$ cat src/rtl/gsc_pkg.sv
// Shared types for the Gray-coded step counter.
// Assumes a fixed four-position cycle; codes are chosen so that neighbours
// differ in exactly one bit.
package gsc_pkg;

    typedef enum logic [1:0] {
        POS_A = 2'b00,
        POS_B = 2'b01,
        POS_C = 2'b11,
        POS_D = 2'b10
    } gsc_pos_t;

    typedef enum logic [1:0] {
        MOVE_HOLD = 2'b00,
        MOVE_FWD  = 2'b01,
        MOVE_BACK = 2'b10
    } gsc_move_t;

    localparam int unsigned GSC_CODE_W = 2;

endpackage

$ cat src/rtl/gsc_sync.sv
// Multi-flop synchroniser for a bundle of asynchronous control bits.
// Assumes STAGES >= 2 and that each bit is independent (no bundle coherence
// is promised). All stages clear to 0 on synchronous active-low reset.
module gsc_sync #(
    parameter int unsigned STAGES = 2,
    parameter int unsigned WIDTH  = 2
) (
    input  logic             clk,
    input  logic             rst_n,
    input  logic [WIDTH-1:0] async_in,
    output logic [WIDTH-1:0] sync_out
);

    localparam int unsigned LAST = STAGES - 1;

    logic [WIDTH-1:0] stage_q [STAGES];

    // First stage: capture the raw inputs.
    always_ff @(posedge clk) begin
        if (!rst_n) begin
            stage_q[0] <= '0;
        end else begin
            stage_q[0] <= async_in;
        end
    end

    // Later stages: shift the captured value along the chain.
    for (genvar gi = 1; gi < STAGES; gi++) begin : g_stage
        always_ff @(posedge clk) begin
            if (!rst_n) begin
                stage_q[gi] <= '0;
            end else begin
                stage_q[gi] <= stage_q[gi-1];
            end
        end
    end

    assign sync_out = stage_q[LAST];

endmodule

$ cat src/rtl/gsc_move_dec.sv
// Turns the synchronised control bits into a single move command.
// Assumes hold has priority over direction.
module gsc_move_dec
    import gsc_pkg::*;
(
    input  logic      dir_back,
    input  logic      hold,
    output gsc_move_t move
);

    // Priority decode: hold wins, otherwise direction picks the way.
    always_comb begin
        if (hold) begin
            move = MOVE_HOLD;
        end else if (dir_back) begin
            move = MOVE_BACK;
        end else begin
            move = MOVE_FWD;
        end
    end

endmodule

$ cat src/rtl/gsc_next.sv
// Next-position logic for the four-step Gray cycle.
// Assumes the current position is always one of the four legal codes
// (all 2-bit codes are legal, so no recovery path is needed).
module gsc_next
    import gsc_pkg::*;
(
    input  gsc_pos_t  cur,
    input  gsc_move_t move,
    output gsc_pos_t  nxt
);

    gsc_pos_t fwd_pos;
    gsc_pos_t back_pos;

    // Forward neighbour of each position.
    always_comb begin
        unique case (cur)
            POS_A:   fwd_pos = POS_B;
            POS_B:   fwd_pos = POS_C;
            POS_C:   fwd_pos = POS_D;
            default: fwd_pos = POS_A;
        endcase
    end

    // Backward neighbour of each position.
    always_comb begin
        unique case (cur)
            POS_A:   back_pos = POS_D;
            POS_D:   back_pos = POS_C;
            POS_C:   back_pos = POS_B;
            default: back_pos = POS_A;
        endcase
    end

    // Select the neighbour named by the move command.
    always_comb begin
        unique case (move)
            MOVE_FWD:  nxt = fwd_pos;
            MOVE_BACK: nxt = back_pos;
            default:   nxt = cur;
        endcase
    end

endmodule

$ cat src/rtl/gray_step_counter.sv
// Four-position Gray-coded counter with direction and hold controls.
// Assumes dir_in and hold_in are asynchronous; both pass through a
// SYNC_STAGES-deep synchroniser. The flag output is a Moore decode of the
// registered state only.
module gray_step_counter
    import gsc_pkg::*;
#(
    parameter int unsigned SYNC_STAGES = 2
) (
    input  logic       clk,
    input  logic       rst_n,
    input  logic       dir_in,
    input  logic       hold_in,
    output logic [1:0] state_code,
    output logic       even_flag
);

    localparam int unsigned CTRL_W = 2;

    logic [CTRL_W-1:0] ctrl_s;
    logic              dir_s;
    logic              hold_s;
    gsc_move_t         move;
    gsc_pos_t          pos_q;
    gsc_pos_t          pos_d;

    gsc_sync #(
        .STAGES (SYNC_STAGES),
        .WIDTH  (CTRL_W)
    ) u_sync (
        .clk      (clk),
        .rst_n    (rst_n),
        .async_in ({hold_in, dir_in}),
        .sync_out (ctrl_s)
    );

    assign dir_s  = ctrl_s[0];
    assign hold_s = ctrl_s[1];

    gsc_move_dec u_move (
        .dir_back (dir_s),
        .hold     (hold_s),
        .move     (move)
    );

    gsc_next u_next (
        .cur  (pos_q),
        .move (move),
        .nxt  (pos_d)
    );

    // State memory: D flops loaded from the next-position logic.
    always_ff @(posedge clk) begin
        if (!rst_n) begin
            pos_q <= POS_A;
        end else begin
            pos_q <= pos_d;
        end
    end

    // Moore output: high in the second and fourth positions.
    always_comb begin
        unique case (pos_q)
            POS_B, POS_D: even_flag = 1'b1;
            default:      even_flag = 1'b0;
        endcase
    end

    assign state_code = pos_q;

endmodule

$ cat config.mk
export PLATFORM = sky130hd
export DESIGN_NAME = gray_step_counter
export DESIGN_NICKNAME = d
export VERILOG_FILES = /design/src/rtl/gsc_pkg.sv /design/src/rtl/gsc_sync.sv /design/src/rtl/gsc_move_dec.sv /design/src/rtl/gsc_next.sv /design/src/rtl/gray_step_counter.sv
export SDC_FILE = /design/constraint.sdc
export NUM_CORES = 1
export LEC_CHECK = 0
export ABC_AREA = 1
export CORE_AREA = 2 2 39 41
export DETAILED_ROUTE_END_ITERATION = 8
export DIE_AREA = 0 0 41 43
export GPL_ROUTABILITY_DRIVEN = 0
export PLACE_DENSITY = 0.52
export SLEW_MARGIN = 20
export SYNTH_ARGS = -nofsm -noshare
export SYNTH_HDL_FRONTEND = slang
export SYNTH_SLANG_ARGS = --single-unit
$ cat constraint.sdc
create_clock -name clk -period 1.5 [get_ports clk]
set_input_delay 0.3 -clock clk [delete_from_list [all_inputs] [get_ports clk]]
set_output_delay 0.3 -clock clk [all_outputs]
set_load 0.01 [all_outputs]
==> results of run 1 <==
cells by family after synthesis:
kind of cell / count (synthesis) / synth area share
DFF: 6 / 0.352
AOI/OAI and AO/OA: 5 / 0.0879
adders and majority gates: 6 / 0.220
and+or+nand+nor: 13 / 0.176
buffers and inverters: 15 / 0.165
per-layer routing:
| metal | routed length [um] | vias to the layer above | GRT usage |
|---|---|---|---|
| met5 | 0 | - | 0 |
| met4 | 5 | 0 | 0.0800 |
| met3 | 18 | 2 | 0.0314 |
| met2 | 252 | 4 | 0.119 |
| met1 | 232 | 115 | 0.100 |
| li1 | - | 157 | - |
critical path, delay by kind of cell (launching register included):
family,cells,cell delay (ns)
flops,1,0.32
buf+inv,2,0.29
fa+ha+maj,1,0.28
report_power, final:
group,switching [mW],internal [mW]
logic,0.0758,0.0770
clock network,0.0505,0.0900
registers,0.00661,0.174
synthesized netlist by cell type:
master / n
nand3_1: 2
inv_2: 1
dfxtp_1: 6
a21boi_0: 1
o211ai_1: 1
nand2_2: 1
inv_1: 14
o21ai_0: 1
nand2_1: 8
nor2_1: 1
nand3_2: 1
a21oi_1: 2
ha_1: 6
cell type report:
class / instances / area (um2)
fill: 156 / 912
sequential: 6 / 120
multi-input combinational: 24 / 165
inverter: 15 / 56.3
timing repair buffer: 10 / 87.6
tap: 16 / 20.0
clock buffer: 3 / 22.5
through the flow:
stage | instance area [um2] | std cells
6_report | 472 | 74
5_1_grt | 472 | 74
4_1_cts | 470 | 74
3_5_place_dp | 452 | 71
3_3_place_gp | 452 | 71
2_1_floorplan | 342 | 45
worst min path at each step:
| stage | endpoint | cells past startpoint | startpoint |
|---|---|---|---|
| 2_1_floorplan | u_sync.stage_q[1][0] | 2 | u_sync.stage_q[0][0] |
| 3_3_place_gp | u_sync.stage_q[1][0] | 2 | u_sync.stage_q[0][0] |
| 3_5_place_dp | u_sync.stage_q[1][0] | 2 | u_sync.stage_q[0][0] |
| 4_1_cts | u_sync.stage_q[1][0] | 2 | u_sync.stage_q[0][0] |
| 5_1_grt | u_sync.stage_q[1][1] | 2 | u_sync.stage_q[0][1] |
| 6_report | u_sync.stage_q[1][0] | 2 | u_sync.stage_q[0][0] |
state kept, by name, indices dropped and copies added, names as in the netlist:
signal and cells:
state_code 2, u_sync.stage_q 4
repair_timing:
item / 4_1_cts / 5_1_grt
hold buffers: 0 / 0
resized for setup: 3 / 1
endpoints found under the setup margin: 3 / 1
==> summary.txt, run 1 <==
Power and ir drop
  • VDD IR-drop max: 0.429 mV
  • Pwr dens: 1000 mW/mm2
  • LEAKAGE: around 0.27 nW
  • Final Total Pwr: about 470 uW

Cells and area
  • Commonest non-fill, non-tap cells in the layout: inv_1, nand2_1, ha_1, dfxtp_1, buf_4
  • Final net count: 70
  • Share of layout cells above drive strength 1: 0.172
  • Final Util: 0.341
  • Diodes inserted: 0
  • Most common cell after layout, fill and taps aside: inv_1
  • Area Growth Syn to Fin: 38.1%

Clock tree
  • Worst skew pair latency: around 0.24 ns
  • Deepest clock path buffer count: 2
  • Total CTS buffers: 3
  • H-Tree Depth: 1
  • Sink Count: 6
  • CTS root buf: clkbuf_4
  • Reg clk slew, reported paths: roughly 0.04 ns
  • CTS tree: built
  • Post-CTS Setup Inserts: 0

Synthesis
  • Synth top area share: 0.352
  • Post-synthesis sequential area ratio: 0.352
  • Syn Inst Count: 45
  • Post-synthesis cell type with the largest combined area: dfxtp_1
  • Post-Syn Nets: 55
  • Synth cell types: 13
  • Area contributors post-synth: dfxtp_1, ha_1, inv_1, nand2_1, a21oi_1
  • Syn Area/Cell: ~7.6 um2
  • Mapped Area: 342 um2
  • Synthesized flop and latch total: 6
  • Ys Warns: 0

Job
  • Max-Cap Viols: 0

Timing
  • Fin. max-slew vios: 0
  • # setup viols final: 0
  • Max-slew headroom: 0.883
  • Hold Vio Cnt, Final: 0
  • Setup ws final: slightly below 0.08 ns
  • Fmax: ~0.7 GHz
  • Least-Margin Pin Slew: around 0.18 ns
  • Hold slack: a little over 0.4 ns
  • Skew final: 0.00423 ns
  • Total negative slack: 0 ns
  • Period Utilization, post-route: 0.949
  • Crit path time final: roughly 1.4 ns
  • RSZ-0062 raised after global routing: no

Global route
  • Tot GR Track Use: 0.0874
  • Vias in the first global route: 281
  • Largest net degree at the start of global routing: 7
  • Grt ovf: 0
  • First-pass GRT wire length: roughly 1000 um
  • Initial antenna violation count: 0

Critical path
  • Critical Path Source: state_code[0]
  • Nature of the critical path endpoint: primary output
  • Data arrival, critical path: about 1.1 ns
  • RR Startpoint: state_code[0]
  • Startpoint types: register
  • Reg2reg end: state_code[1]
  • Reg2reg setup slack: between 0.3 and 0.4 ns
  • Crit-path max FO: 2
  • Critical-path cell list: inv_1 > ha_1 > clkdlybuf4s15_1
  • Critical path's largest stage delay: 0.32 ns
  • Critical path's slowest cell: dfxtp_1
  • Req. time, crit path: between 1 and 1.5 ns
  • Kind of critical path: reg2out
  • R2r worst-path depth: 9
  • Crit path to: even_flag

Die
  • I/O pin count: 7
  • Placeable Area: 0.00138 mm2
  • Die height: roughly 43 um
  • Row cnt: 14
  • Starting density of the core: 0.247
  • DIE WIDTH: 41 um
  • Die area: between 0.0015 and 0.002 mm2

Routing
  • DRC viols: 0
  • WL final: around 510 um
  • Post-route ant nets: 0
  • WL/cell: ~7 um
  • Iteration-0 DRC count of the detailed router: 2
  • TritonRoute pass-1 iters: 2
  • Vias per std cell: 3.76
  • Vias after detailed routing: around 280

Outcome
  • Outcome: finished, final reports clean

Place
  • Port buffer count: 6
  • Post-DP HPWL: about 450 um
  • Worst slack, placed: approximately 0.032 ns

Hold path
  • HP Class: reg2reg
Power figures use the tool's default switching activity.
==> run 2: changes to the inputs <==
--- a/config.mk
+++ b/config.mk
@@ -11,6 +11,7 @@
 export DIE_AREA = 0 0 41 43
 export GPL_ROUTABILITY_DRIVEN = 0
 export PLACE_DENSITY = 0.52
+export SETUP_SLACK_MARGIN = 0.05
 export SLEW_MARGIN = 20
 export SYNTH_ARGS = -nofsm -noshare
 export SYNTH_HDL_FRONTEND = slang
==> run 2 against run 1 <==
  * Sequential power is essentially flat
  * Total power shrank 0.83%
  * Sequential cell count is the same
  * Sequential share of layout area grew 0.27 points
  * First-iteration DRC count is the same
  * Clock power is essentially flat
  * Routed wire length grew 0.59%
  * Die area is the same
  * Core utilization shrank 0.36 points
  * Clock skew is the same
  * Global-route usage is the same
  * Critical path depth is the same
==> summary.txt, run 2 (same netlist as run 1, synthesis figures left out) <==
Outcome
  • Outcome: finished, final reports clean

Global route
  • Tot GR Track Use: 0.0874
  • Vias in the first global route: 281
  • Initial antenna violation count: 0
  • Largest net degree at the start of global routing: 7
  • Grt ovf: 0
  • First-pass GRT wire length: 1010 um

Routing
  • Metal3 WL: between 15 and 20 um
  • TritonRoute pass-1 iters: 2
  • Vias after detailed routing: between 200 and 300
  • WL/cell: between 6 and 7 um
  • WL final: around 500 um
  • Highest Signal Layer: met4
  • Post-route ant nets: 0
  • Met1 wire length: 235 um
  • DRC viols: 0
  • Met2 wire len: ~250 um
  • Vias per std cell: 3.76
  • Iteration-0 DRC count of the detailed router: 2

Critical path
  • Critical Path Source: state_code[0]
  • Startpoint types: register
  • RR Startpoint: state_code[0]
  • Req. time, crit path: 1.20 ns
  • Reg2reg setup slack: between 0.3 and 0.4 ns
  • Crit path to: even_flag
  • Reg2reg end: state_code[1]
  • Nature of the critical path endpoint: primary output
  • Crit-path max FO: 2
  • Data arrival, critical path: 1.02 ns
  • Kind of critical path: reg2out
  • R2r worst-path depth: 9

Cells and area
  • Max FFs per register: 4
  • Area Growth Syn to Fin: 36.6%
  • Diodes inserted: 0
  • Commonest non-fill, non-tap cells in the layout: inv_1, nand2_1, ha_1, dfxtp_1, buf_4
  • Final Util: 0.337
  • Final net count: 70
  • Most common cell after layout, fill and taps aside: inv_1
  • Share of layout cells above drive strength 1: 0.190
  • Largest Register: u_sync.stage_q

Die
  • Die height: between 40 and 50 um
  • Row cnt: 14
  • I/O pin count: 7
  • Die area: 0.00176 mm2
  • Starting density of the core: 0.247
  • DIE WIDTH: about 41 um
  • Placeable Area: about 0.0014 mm2

Power and ir drop
  • LEAKAGE: roughly 0.27 nW
  • Sw Share: 0.283
  • Pwr dens: around 1000 mW/mm2
  • Clock power frac: 0.299
  • Combinational share of power: 0.317
  • VDD IR-drop max: between 0.4 and 0.5 mV
  • P_sw: between 100 and 150 uW
  • Power share of the sequential group: 0.384
  • Internal power: approximately 340 uW

Clock tree
  • CTS tree: built
  • Sink Count: 6
  • Worst skew pair latency: 0.24 ns
  • H-Tree Depth: 1
  • Reg clk slew, reported paths: ~0.040 ns
  • Post-CTS Setup Inserts: 0
  • CTS root buf: clkbuf_4
  • Deepest clock path buffer count: 2
  • Total CTS buffers: 3

Hold path
  • Hold Path Cell Cnt: 2
  • HP Class: reg2reg

Place
  • Post-DP HPWL: 453 um
  • Port buffer count: 6

Timing
  • Total negative slack: 0 ns
  • Skew final: between 0.004 and 0.005 ns
  • RSZ-0062 raised after global routing: no
  • Fmax: 0.757 GHz
  • Crit path time final: 1.32 ns
  • Least-Margin Pin Slew: 0.176 ns
  • Max-slew headroom: 0.883
  • Period Utilization, post-route: 0.881
  • Hold Vio Cnt, Final: 0
  • # setup viols final: 0
  • Fin. max-slew vios: 0

Job
  • Max-Cap Viols: 0
run 2: cell count changes in the layout (fill, tap and decap cells not counted):
cell | previous run | this run
clkbuf_2 | 0 | 1
clkdlybuf4s15_1 | 1 | 0
run 2: worst max-delay path, cell delays in order (launching register included):
cell,delay [ns]
dfxtp_1,0.32
inv_1,0.06
ha_1,0.28
clkbuf_2,0.13
run 2: worst min path at each step:
stage,from,end,slack (ns)
global route,u_sync.stage_q[0][1],u_sync.stage_q[1][1],0.43
global placement,u_sync.stage_q[0][0],u_sync.stage_q[1][0],0.39
detailed placement,u_sync.stage_q[0][0],u_sync.stage_q[1][0],0.39
floorplan,u_sync.stage_q[0][0],u_sync.stage_q[1][0],0.39
CTS,u_sync.stage_q[0][0],u_sync.stage_q[1][0],0.40
finish,u_sync.stage_q[0][0],u_sync.stage_q[1][0],0.40
run 2: metal layers:
| layer | global-route usage | up-vias |
|---|---|---|
| li1 | - | 157 |
| met1 | 0.100 | 115 |
| met2 | 0.119 | 4 |
| met3 | 0.0314 | 2 |
| met4 | 0.0800 | 0 |
| met5 | 0 | - |
run 2: metrics by stage:
stage	power (mW)	worst slack (ns)	cell area, um2	hold WS [ns]	cells
CTS	0.486	0.00665	470	0.405	74
finish	0.470	0.179	467	0.403	74
global route	0.507	0.121	467	0.430	74
floorplan	0.268	0.332	342	0.386	45
global placement	0.348	0.0565	452	0.394	71
detailed placement	0.350	0.0317	452	0.395	71
run 2: area by class of cell:
type / count / area (um2)
clock buffer: 3 / 22.5
fill: 156 / 917
inverter: 15 / 56.3
multi-input combinational: 24 / 165
sequential: 6 / 120
tap: 16 / 20.0
timing repair buffer: 10 / 82.6
run 2: timing repair:
action	4_1_cts	5_1_grt
endpoints found under the setup margin	3	1
resized for setup	3	2
hold buffers	0	0
run 2: power groups by stage:
stage	registers [mW]	clock network [mW]	logic (mW)
finish	0.181	0.140	0.149
global route	0.182	0.154	0.171
CTS	0.181	0.151	0.154
detailed placement	0.183	0	0.167
global placement	0.183	0	0.165
floorplan	0.193	0	0.0750
